--- config.mk ---
export PLATFORM = sky130hd
export DESIGN_NAME = acc_cpu
export DESIGN_NICKNAME = d
export VERILOG_FILES = /design/src/rtl/acc_cpu_pkg.sv /design/src/rtl/acc_alu.sv /design/src/rtl/acc_agen.sv /design/src/rtl/acc_cpu.sv
export SDC_FILE = /design/constraint.sdc
export NUM_CORES = 1
export LEC_CHECK = 0
export ABC_CLOCK_PERIOD_IN_PS = 3900
export BUFFER_PORTS_ARGS = -buffer_cell sky130_fd_sc_hd__clkbuf_2
export CORE_UTILIZATION = 45
export DETAILED_ROUTE_END_ITERATION = 10
export PLACE_DENSITY = 0.66
export SLEW_MARGIN = 5
export SYNTH_ARGS = -nofsm -noshare
export SYNTH_HDL_FRONTEND = slang
export SYNTH_SLANG_ARGS = --single-unit
--- constraint.sdc ---
create_clock -name clk -period 3.9 [get_ports clk]
set_clock_uncertainty 0.15 [all_clocks]
set_input_delay 0.195 -clock clk [delete_from_list [all_inputs] [get_ports clk]]
set_output_delay 0.195 -clock clk [all_outputs]
set_load 0.05 [all_outputs]
--- src/rtl/acc_cpu_pkg.sv ---
package acc_cpu_pkg;

  typedef enum logic [3:0] {
    ST_FETCH, ST_FWAIT, ST_DECODE, ST_IWAIT, ST_IND,
    ST_OWAIT, ST_EXEC, ST_EXEC7, ST_INTR, ST_HALT
  } state_e;

  typedef enum logic [2:0] {
    ALU_PASSB, ALU_ADD, ALU_AND, ALU_OR, ALU_NOTA, ALU_INCA, ALU_SHL, ALU_SHR
  } alu_op_e;

  typedef enum logic [4:0] {
    SUB_CLA  = 5'd0,  SUB_CLC  = 5'd1,  SUB_CMA  = 5'd2,  SUB_INC  = 5'd3,
    SUB_SHL  = 5'd4,  SUB_SHR  = 5'd5,  SUB_SZA  = 5'd6,  SUB_SNA  = 5'd7,
    SUB_SCS  = 5'd8,  SUB_LDIA = 5'd9,  SUB_LDIB = 5'd10, SUB_STIA = 5'd11,
    SUB_STIB = 5'd12, SUB_IN   = 5'd13, SUB_OUT  = 5'd14, SUB_ION  = 5'd15,
    SUB_IOF  = 5'd16, SUB_HLT  = 5'd17
  } sub_e;

  localparam logic [2:0] OP_LOAD  = 3'd0;
  localparam logic [2:0] OP_STORE = 3'd1;
  localparam logic [2:0] OP_ADD   = 3'd2;
  localparam logic [2:0] OP_AND   = 3'd3;
  localparam logic [2:0] OP_OR    = 3'd4;
  localparam logic [2:0] OP_JUMP  = 3'd5;
  localparam logic [2:0] OP_CALL  = 3'd6;
  localparam logic [2:0] OP_SYS   = 3'd7;

  localparam logic [1:0] MODE_DIR = 2'b00;
  localparam logic [1:0] MODE_IND = 2'b01;
  localparam logic [1:0] MODE_IXA = 2'b10;
  localparam logic [1:0] MODE_IXB = 2'b11;

endpackage

--- src/rtl/acc_alu.sv ---
module acc_alu
  import acc_cpu_pkg::*;
#(
  parameter int DW = 18
) (
  input  logic [DW-1:0] a,
  input  logic [DW-1:0] b,
  input  alu_op_e       op,
  output logic [DW:0]   y
);
  always_comb begin
    unique case (op)
      ALU_ADD:  y = {1'b0, a} + {1'b0, b};
      ALU_AND:  y = {1'b0, a & b};
      ALU_OR:   y = {1'b0, a | b};
      ALU_NOTA: y = {1'b0, ~a};
      ALU_INCA: y = {1'b0, a} + (DW+1)'(1);
      ALU_SHL:  y = {a, 1'b0};
      ALU_SHR:  y = {a[0], 1'b0, a[DW-1:1]};
      default:  y = {1'b0, b};
    endcase
  end
endmodule

--- src/rtl/acc_agen.sv ---
module acc_agen
  import acc_cpu_pkg::*;
#(
  parameter int AW = 13
) (
  input  logic [AW-1:0] field,
  input  logic [1:0]    mode,
  input  logic [AW-1:0] ia,
  input  logic [AW-1:0] ib,
  output logic [AW-1:0] ea,
  output logic          indirect
);
  logic [AW-1:0] offset;

  always_comb begin
    unique case (mode)
      MODE_IXA: offset = ia;
      MODE_IXB: offset = ib;
      default:  offset = '0;
    endcase
    ea       = field + offset;
    indirect = (mode == MODE_IND);
  end
endmodule

--- src/rtl/acc_cpu.sv ---
module acc_cpu
  import acc_cpu_pkg::*;
#(
  parameter int DW        = 18,
  parameter int AW        = 13,
  parameter int RESET_PC  = 16,
  parameter int SAVE_ADDR = 0,
  parameter int VEC_ADDR  = 1
) (
  input  logic          clk,
  input  logic          rst,
  output logic [AW-1:0] mem_addr,
  output logic [DW-1:0] mem_wdata,
  output logic          mem_we,
  input  logic [DW-1:0] mem_rdata,
  input  logic [DW-1:0] in_data,
  output logic [DW-1:0] out_data,
  input  logic          irq,
  output logic          halted
);
  localparam int OPL = DW - 3;
  localparam int SUBW = 5;
  localparam int PADW = DW - AW;

  state_e        st;
  logic [DW-1:0] pc_q, ac_q, md_q, out_q;
  logic [AW-1:0] ma_q, ia_q, ib_q;
  logic          cf_q, ien_q, arm_q, we_q;
  logic [2:0]    ir_op;
  sub_e          ir_sub;
  logic          ir_subok;

  logic [AW-1:0] ea;
  logic          ea_ind;
  alu_op_e       alu_op;
  logic [DW:0]   alu_y;

  acc_agen #(.AW(AW)) u_agen (
    .field(mem_rdata[AW-1:0]), .mode(mem_rdata[AW+1:AW]),
    .ia(ia_q), .ib(ib_q), .ea(ea), .indirect(ea_ind)
  );

  acc_alu #(.DW(DW)) u_alu (
    .a(ac_q), .b(mem_rdata), .op(alu_op), .y(alu_y)
  );

  always_comb begin
    alu_op = ALU_PASSB;
    if (st == ST_EXEC) begin
      unique case (ir_op)
        OP_ADD:  alu_op = ALU_ADD;
        OP_AND:  alu_op = ALU_AND;
        OP_OR:   alu_op = ALU_OR;
        default: alu_op = ALU_PASSB;
      endcase
    end else begin
      unique case (ir_sub)
        SUB_CMA: alu_op = ALU_NOTA;
        SUB_INC: alu_op = ALU_INCA;
        SUB_SHL: alu_op = ALU_SHL;
        SUB_SHR: alu_op = ALU_SHR;
        default: alu_op = ALU_PASSB;
      endcase
    end
  end

  always_ff @(posedge clk) begin
    if (rst) begin
      st       <= ST_FETCH;
      pc_q     <= DW'(RESET_PC);
      ac_q     <= '0;
      md_q     <= '0;
      out_q    <= '0;
      ma_q     <= '0;
      ia_q     <= '0;
      ib_q     <= '0;
      cf_q     <= 1'b0;
      ien_q    <= 1'b0;
      arm_q    <= 1'b0;
      we_q     <= 1'b0;
      ir_op    <= '0;
      ir_sub   <= SUB_CLA;
      ir_subok <= 1'b0;
    end else begin
      we_q <= 1'b0;
      unique case (st)
        ST_FETCH: begin
          if (ien_q && irq) begin
            ma_q  <= AW'(SAVE_ADDR);
            md_q  <= pc_q;
            we_q  <= 1'b1;
            ien_q <= 1'b0;
            st    <= ST_INTR;
          end else begin
            ma_q <= pc_q[AW-1:0];
            if (arm_q) begin
              ien_q <= 1'b1;
              arm_q <= 1'b0;
            end
            st <= ST_FWAIT;
          end
        end
        ST_FWAIT: st <= ST_DECODE;
        ST_DECODE: begin
          ir_op    <= mem_rdata[DW-1:OPL];
          ir_sub   <= sub_e'(mem_rdata[SUBW-1:0]);
          ir_subok <= (mem_rdata[AW-1:SUBW] == '0);
          pc_q     <= pc_q + DW'(1);
          if (mem_rdata[DW-1:OPL] == OP_SYS) begin
            st <= ST_EXEC7;
          end else begin
            ma_q <= ea;
            st   <= ea_ind ? ST_IWAIT : ST_OWAIT;
          end
        end
        ST_IWAIT: st <= ST_IND;
        ST_IND: begin
          ma_q <= mem_rdata[AW-1:0];
          st   <= ST_OWAIT;
        end
        ST_OWAIT: begin
          st <= ST_FETCH;
          unique case (ir_op)
            OP_STORE: begin
              md_q <= ac_q;
              we_q <= 1'b1;
            end
            OP_JUMP: pc_q <= {{PADW{1'b0}}, ma_q};
            OP_CALL: begin
              md_q <= pc_q;
              we_q <= 1'b1;
              pc_q <= {{PADW{1'b0}}, ma_q} + DW'(1);
            end
            default: st <= ST_EXEC;
          endcase
        end
        ST_EXEC: begin
          ac_q <= alu_y[DW-1:0];
          if (ir_op == OP_ADD) cf_q <= alu_y[DW];
          st <= ST_FETCH;
        end
        ST_EXEC7: begin
          st <= ST_FETCH;
          if (ir_subok) begin
            unique case (ir_sub)
              SUB_CLA:  ac_q <= '0;
              SUB_CLC:  cf_q <= 1'b0;
              SUB_CMA:  ac_q <= alu_y[DW-1:0];
              SUB_INC, SUB_SHL, SUB_SHR: begin
                ac_q <= alu_y[DW-1:0];
                cf_q <= alu_y[DW];
              end
              SUB_SZA:  if (ac_q == '0) pc_q <= pc_q + DW'(1);
              SUB_SNA:  if (ac_q[DW-1]) pc_q <= pc_q + DW'(1);
              SUB_SCS:  if (cf_q) pc_q <= pc_q + DW'(1);
              SUB_LDIA: ia_q <= ac_q[AW-1:0];
              SUB_LDIB: ib_q <= ac_q[AW-1:0];
              SUB_STIA: ac_q <= {{PADW{1'b0}}, ia_q};
              SUB_STIB: ac_q <= {{PADW{1'b0}}, ib_q};
              SUB_IN:   ac_q <= in_data;
              SUB_OUT:  out_q <= ac_q;
              SUB_ION:  arm_q <= 1'b1;
              SUB_IOF: begin
                ien_q <= 1'b0;
                arm_q <= 1'b0;
              end
              SUB_HLT:  st <= ST_HALT;
              default: ;
            endcase
          end
        end
        ST_INTR: begin
          pc_q <= DW'(VEC_ADDR);
          st   <= ST_FETCH;
        end
        default: st <= ST_HALT;
      endcase
    end
  end

  assign mem_addr  = ma_q;
  assign mem_wdata = md_q;
  assign mem_we    = we_q;
  assign out_data  = out_q;
  assign halted    = (st == ST_HALT);

endmodule

; Word level (Yosys, flattened, before mapping)
; Cells that the tools add are included.
; W data, S select, Z words.
[classes]
add_sub_neg = 5
mux = 44
eq_ne = 59
bitwise_logic = 3
reduce_logical = 25
[ops]
columns = cell, count
row1 = $pmux W18 S2, 4
row2 = $pmux W19 S7, 1
row3 = $mux W18, 6
row4 = $pmux W18 S5, 1
row5 = $pmux W18 S4, 1
row6 = $pmux W18 S3, 1
row7 = $eq A5 B4 Y1 const B, 8
row8 = $pmux W13 S3, 1
row9 = $pmux W4 S8, 1
row10 = $mux W13, 2
row11 = $pmux W13 S2, 1
row12 = $eq A3 B3 Y1 const B, 8
row13 = $eq A5 B3 Y1 const B, 4
row14 = $add A18 B1 Y19 const B, 1
row15 = $add A18 B18 Y19, 1
row16 = $add A18 B1 Y18 const B, 1
row17 = $and A18 B18 Y18, 1
row18 = $logic_not A18 Y1, 1
row19 = $not A18 Y18, 1
row20 = $or A18 B18 Y18, 1
row21 = $eq A4 B3 Y1 const B, 4
row22 = $ne A3 B3 Y1 const B, 5
row23 = $reduce_and A3 Y1, 5
row24 = $add A13 B1 Y14 const B, 1
row25 = 36 further kinds, 75
[word_totals]
regBits = 128
input_bits = 39
output_inout_bits = 51

; Depth between registers and ports, before layout
[logic_depth]
word_depth = 8
mapped_depth = 17

; Modules after synthesis
; Synthesis repeated with hierarchy kept, for this count alone.
[unflattened]
hier_cells = 1251
hier_area_um2 = 9300.2
[by_module_without_submodules]
columns = mod, cells_per_inst, area_each_um2, instances
row1 = acc_cpu, 806, 6331.1, 1
row2 = acc_alu, 341, 2175.8, 1
row3 = acc_agen, 104, 793.3, 1

; Least setup slack after synthesis
; No wires, ideal clock.
[synth_timing]
kind = register -> register
from = register st[3]
to = register ac_q[16]
synth_period_minus_slack_ps = 3669
stages_incl_launch_ff = 18
t_required_ps = 3662
n_path_buf = 4
t_arrival_ps = 3431
slack_ps = 231
path_cell_list = dfxtp_1 buf_4 and4bb_1 buf_2 nor4_1 buf_4 clkbuf_1 or2_2 ha_1 inv_1 fa_1 nand2b_1 a21oi_1 o31a_1 o21ai_0 xnor2_1 nand2_1 a311oi_2
[synth_between]
elab_chain_cells = 7
word_cells_on_any_way = 18
classes_between = 11 x eq/ne / 5 x mux / 2 x reduce/logical
[synth_rtl]
columns = item, line
row1 = start: declaration, acc_cpu.sv:25  ; state_e st;
row2 = start signal: assignment, acc_cpu.sv:113  ; st <= ea_ind ? ST_IWAIT : ST_OWAIT;
row3 = $eq A4 B3 Y1, "acc_cpu.sv:49, acc_cpu.sv:86"
row4 = $mux W3, acc_cpu.sv:49  ; if (st == ST_EXEC) begin
row5 = $eq A3 B3 Y1 (tied with other cells), acc_alu.sv:12  ; unique case (op)
row6 = $pmux W19 S7, acc_alu.sv:12
row7 = $pmux W18 S5, acc_cpu.sv:145  ; unique case (ir_sub)
row8 = $mux W18, acc_cpu.sv:144  ; if (ir_subok) begin
row9 = $pmux W18 S2, acc_cpu.sv:86  ; unique case (st)
row10 = end signal: assignment, acc_cpu.sv:148  ; SUB_CMA: ac_q <= alu_y[DW-1:0];
row11 = end signal: assignment, acc_cpu.sv:150  ; ac_q <= alu_y[DW-1:0];
row12 = end signal: assignment, acc_cpu.sv:158  ; SUB_STIA: ac_q <= {{PADW{1'b0}}, ia_q};
row13 = end: declaration, acc_cpu.sv:26  ; logic [DW-1:0] pc_q, ac_q, md_q, out_q;
; Parallel ways exist; a longest one is shown, timed or not. The select of a mux whose other input is x is not followed.
; A chain may end at the register's enable or synchronous reset.

; Worst setup path after layout
[layout_timing]
from = register ir_sub[3]
to = register ac_q[17]
[layout_between]
elab_chain_cells = 8
word_cells_on_any_way = 24
classes_between = 15 x eq/ne / 6 x mux / 3 x reduce/logical
[layout_rtl]
columns = item, line
row1 = start: declaration, acc_cpu.sv:30  ; sub_e ir_sub;
row2 = start signal: assignment, acc_cpu.sv:106  ; ir_sub <= sub_e'(mem_rdata[SUBW-1:0]);
row3 = $eq A5 B3 Y1 / $eq A5 B2 Y1 (equally long branches), "acc_cpu.sv:57, acc_cpu.sv:145"
row4 = $pmux W3 S4, acc_cpu.sv:57  ; unique case (ir_sub)
row5 = $mux W3, acc_cpu.sv:49
row6 = $eq A3 B3 Y1 (tied with other cells), acc_alu.sv:12
row7 = $pmux W19 S7, acc_alu.sv:12
row8 = $pmux W18 S5, acc_cpu.sv:145
row9 = $mux W18, acc_cpu.sv:144
row10 = $pmux W18 S2, acc_cpu.sv:86
; Parallel ways exist; a longest one is shown, timed or not. The select of a mux whose other input is x is not followed.

==> results.txt <==
- Pin count of the biggest net entering global routing: 45
* Routed Wire Length: 35300 um
- Walking the worst path, the cells encountered are or2_2, nor4_2, buf_4, buf_4, nor2b_1, ha_1, a2111oi_0, o21a_1, o31a_1, a21oi_1, a311oi_1, nor4_1, or3_1.
* Worst min-delay path class: in -> reg
- Type of the worst setup path: reg -> reg
- STA classifies the critical path endpoint as a register.
- Relative to the synthesized area, the layout overhead comes to 14.5%.
* Clk buf depth: 2
- Crit path arrival time: 3.82 ns
- Critical path launch point type: register
- Fraction of registers with async set or reset after synthesis: 0
- Number of remaining DRC errors: 0
- Clock-pin transition on the worst setup and hold timing paths: 0.06 ns
- Synth Flop Type: dfxtp_1
- Yosys warns: 0
- Share of final-layout standard cells stronger than drive strength 1: 0.153
* Number of setup violations in the final report: 0
- For this run, the slowest stage of the critical path takes 0.39 ns.
- Number of buffers inserted for hold repair after clock tree synthesis: 4
- For the worst-skew pair, the clock arrives at the later sink with an insertion delay of 0.44 ns.
- Prior to clock tree synthesis, the placed netlist has a worst setup slack of 0.331 ns.
- The cell sitting at the root of the clock tree is a clkbuf_16.
- The first TritonRoute pass finished after 7 iterations.
* Aggregate global routing overflow: 0
* Number of antenna violations at the first check in global routing: 1
* First-pass GRT wire length: 53200 um
- The max-slew violation count came to 0.
* Net count reported at finish: 1371
* Ranking of synthesized cells by area: dfxtp_1 28%, nand2_1 6.7%, a21oi_1 6.5%
* Leak pwr: 4.29 nW
- The detailed router finished its first iteration with 968 violations.
* Worst slew margin relative to its limit: 0.277
* Total track usage: 0.328
- The floorplan has 52 rows.
- The final hold violation count was 0.
* Run status: complete, no violations
- The synthesized design contains 128 register bits.
- The routed layout has 10000 vias.
- Total die area: 21200 um2
- Minimum period implied by the final worst setup slack: 3.65 ns
- Of the synthesized area, sequential elements account for 0.276.
- PortBufs: 89
- TritonCTS clock tree: yes
* Required time worst endpoint: 4.07 ns
- Across the VDD grid, the largest voltage drop is 0.000330 V.
- Max-cap check violation count: 0
- In this run the remaining antenna-violating nets after routing total 0.
- The number of global-route vias before repair came to 9100.
- From left edge to right edge, the die measures 146 um.
* Commonest cells post-synth: 167 x nand2_1, 128 x dfxtp_1, 121 x a21oi_1
- Via-per-instance ratio: 6.34
- Buffers inserted during clock tree synthesis total 17.
* Post-CTS setup buffers: 0
- EDFF count, synth: 0
- Final WS setup: 0.253 ns
* PwrDens: 340 nW/um2
- Area share of the largest cell type after synthesis: 0.276
* Synthesized netlist cell count: 1239
- Synth Cell Area: 9290 um2
- Cells resized by post-CTS repair: 0
* Final estimated routing congestion in global placement: 1.03
- The number of nets in the synthesized netlist is 1312.
- Most used standard cell by instance count after synthesis: nand2_1
- Counting distinct cell types in the post-synthesis netlist gives 89.
- DP HPWL: 25600 um
- Maximum clock rate: 274 MHz
* Synthesized area per cell: 7.50 um2
- Clock H-tree levels: 4
- Number of buffer and inverter stages on the critical path: 2
- Share of the clock period used by the worst path after layout: 0.935
- Highest fanout seen on the critical path: 15
- Setup repair after global routing left no endpoint under its margin.
- Grouping stages by cell kind, the critical path spends the most delay in compound AO/OA/AOI/OAI gates.
- Actual slew at the worst max-slew pin: 1.09 ns
* Core area: 20200 um2
- For this design, the sink count on the clock tree is 128.
- Routed len/inst: 22.3 um
- CP max stage cell: a2111oi_0
* Most frequent cell on the critical path: buf_4
* Starting density of the core: 0.459
- Setup total negative slack on the finished layout was measured at 0 ns.
- After filler insertion, the fill cell instance count of the layout stands at 1969.
- From bottom edge to top edge, the die measures 146 um.
- Top-level I/O count: 90
* Cell accounting for the most synthesized area: dfxtp_1
final timing paths:
path	from	end	slack, ns	cells after the start
worst max-delay path	ir_sub[3]$_SDFFE_PP0P_	ac_q[17]$_SDFFE_PP0P_	0.25	13
worst min register to register	out_data[12]$_SDFFE_PP0P_	out_data[12]$_SDFFE_PP0P_	0.30	2
worst min-delay path	in_data[14]	ac_q[14]$_SDFFE_PP0P_	0.006	3
worst max register to register	ir_sub[3]$_SDFFE_PP0P_	ac_q[17]$_SDFFE_PP0P_	0.25	13
final cells by class:
| type | count | area [um2] | share of cell area |
|---|---|---|---|
| diodes | 1 | 2.50 | 0.000235 |
| repair buffers | 143 | 863 | 0.0812 |
| clock buffers | 17 | 425 | 0.0400 |
| inverters | 20 | 75.1 | 0.00706 |
| clock inverters | 15 | 148 | 0.0139 |
| flip-flops and latches | 128 | 2560 | 0.241 |
| multi-input cells | 988 | 6220 | 0.585 |
| well taps | 270 | 338 | 0.0318 |
routing by layer:
layer | up-vias | track usage | share of wire
li1 | 4656 | - | -
met1 | 4706 | 0.445 | 0.42
met2 | 548 | 0.489 | 0.43
met3 | 112 | 0.0759 | 0.11
met4 | 0 | 0.156 | 0.046
met5 | - | 0 | 0
where the power goes:
| part | switching [mW] | leakage [nW] | internal, mW |
|---|---|---|---|
| registers | 0.0514 | 1.03 | 1.34 |
| logic | 0.418 | 2.98 | 0.216 |
| clock network | 0.699 | 0.274 | 0.895 |
stage by stage:
| step | util | cells | area (um2) | hold WS [ns] | total power, mW |
|---|---|---|---|---|---|
| after detailed placement | 0.495 | 1545 | 10000 | 0.298 | 2.03 |
| after global routing | 0.525 | 1581 | 10600 | 0.0395 | 3.73 |
| after global placement | 0.495 | 1545 | 10000 | 0.290 | 2.03 |
| after floorplan | - | 1239 | 9290 | 0.181 | 1.83 |
| after CTS | 0.525 | 1581 | 10600 | 0.000838 | 3.61 |
| final | 0.526 | 1582 | 10600 | 0.00559 | 3.62 |
cell families (layout without fill, tap and decap cells):
| logic type | Yosys count | in the layout | share of synthesized area |
|---|---|---|---|
| AOI/OAI and AO/OA | 384 | 384 | 0.279 |
| xor gates and xnor gates | 34 | 34 | 0.0321 |
| adders and majority gates | 34 | 34 | 0.0474 |
| buffers and inverters | 123 | 195 | 0.0559 |
| DFF | 128 | 128 | 0.276 |
| muxes | 59 | 59 | 0.0641 |
| other | 0 | 1 | 0 |
| and+or+nand+nor | 477 | 477 | 0.246 |
flip-flops by register name, indices dropped and copies added, names as in the netlist, 3 cells and up:
name and count:
ac_q 18, ia_q 13, ib_q 13, ir_op 3, ir_sub 5, mem_addr 13, mem_wdata 18, out_data 18
pc_q 18, st 4
worst reg2reg max path: stages (launching register included):
cell and delay [ns]:
dfxtp_1 0.30, or2_2 0.34, nor4_2 0.27, buf_4 0.20
buf_4 0.24, nor2b_1 0.08, ha_1 0.28, a2111oi_0 0.39
o21a_1 0.19, o31a_1 0.20, a21oi_1 0.11, a311oi_1 0.37
nor4_1 0.07, or3_1 0.35
cell usage in the layout (no fill, tap or decap), drive strengths merged, types with 9 or more instances in the layout:
cell,Yosys,routed
a211oi,37,37
a21o,23,23
a21oi,121,121
a221oi,12,12
a31oi,17,17
and2,9,9
and3,9,9
buf,32,51
clkbuf,71,105
dfxtp,128,128
ha,32,32
inv,20,28
mux2i,55,55
nand2,167,167
nand2b,19,19
nand3,26,26
nand4,12,12
nor2,116,116
nor2b,44,44
nor3,27,27
nor4,16,16
o21ai,59,59
o22ai,15,15
o32ai,10,10
xnor2,16,16
xor2,18,18
Note: power is estimated with default switching activity, not from simulation.
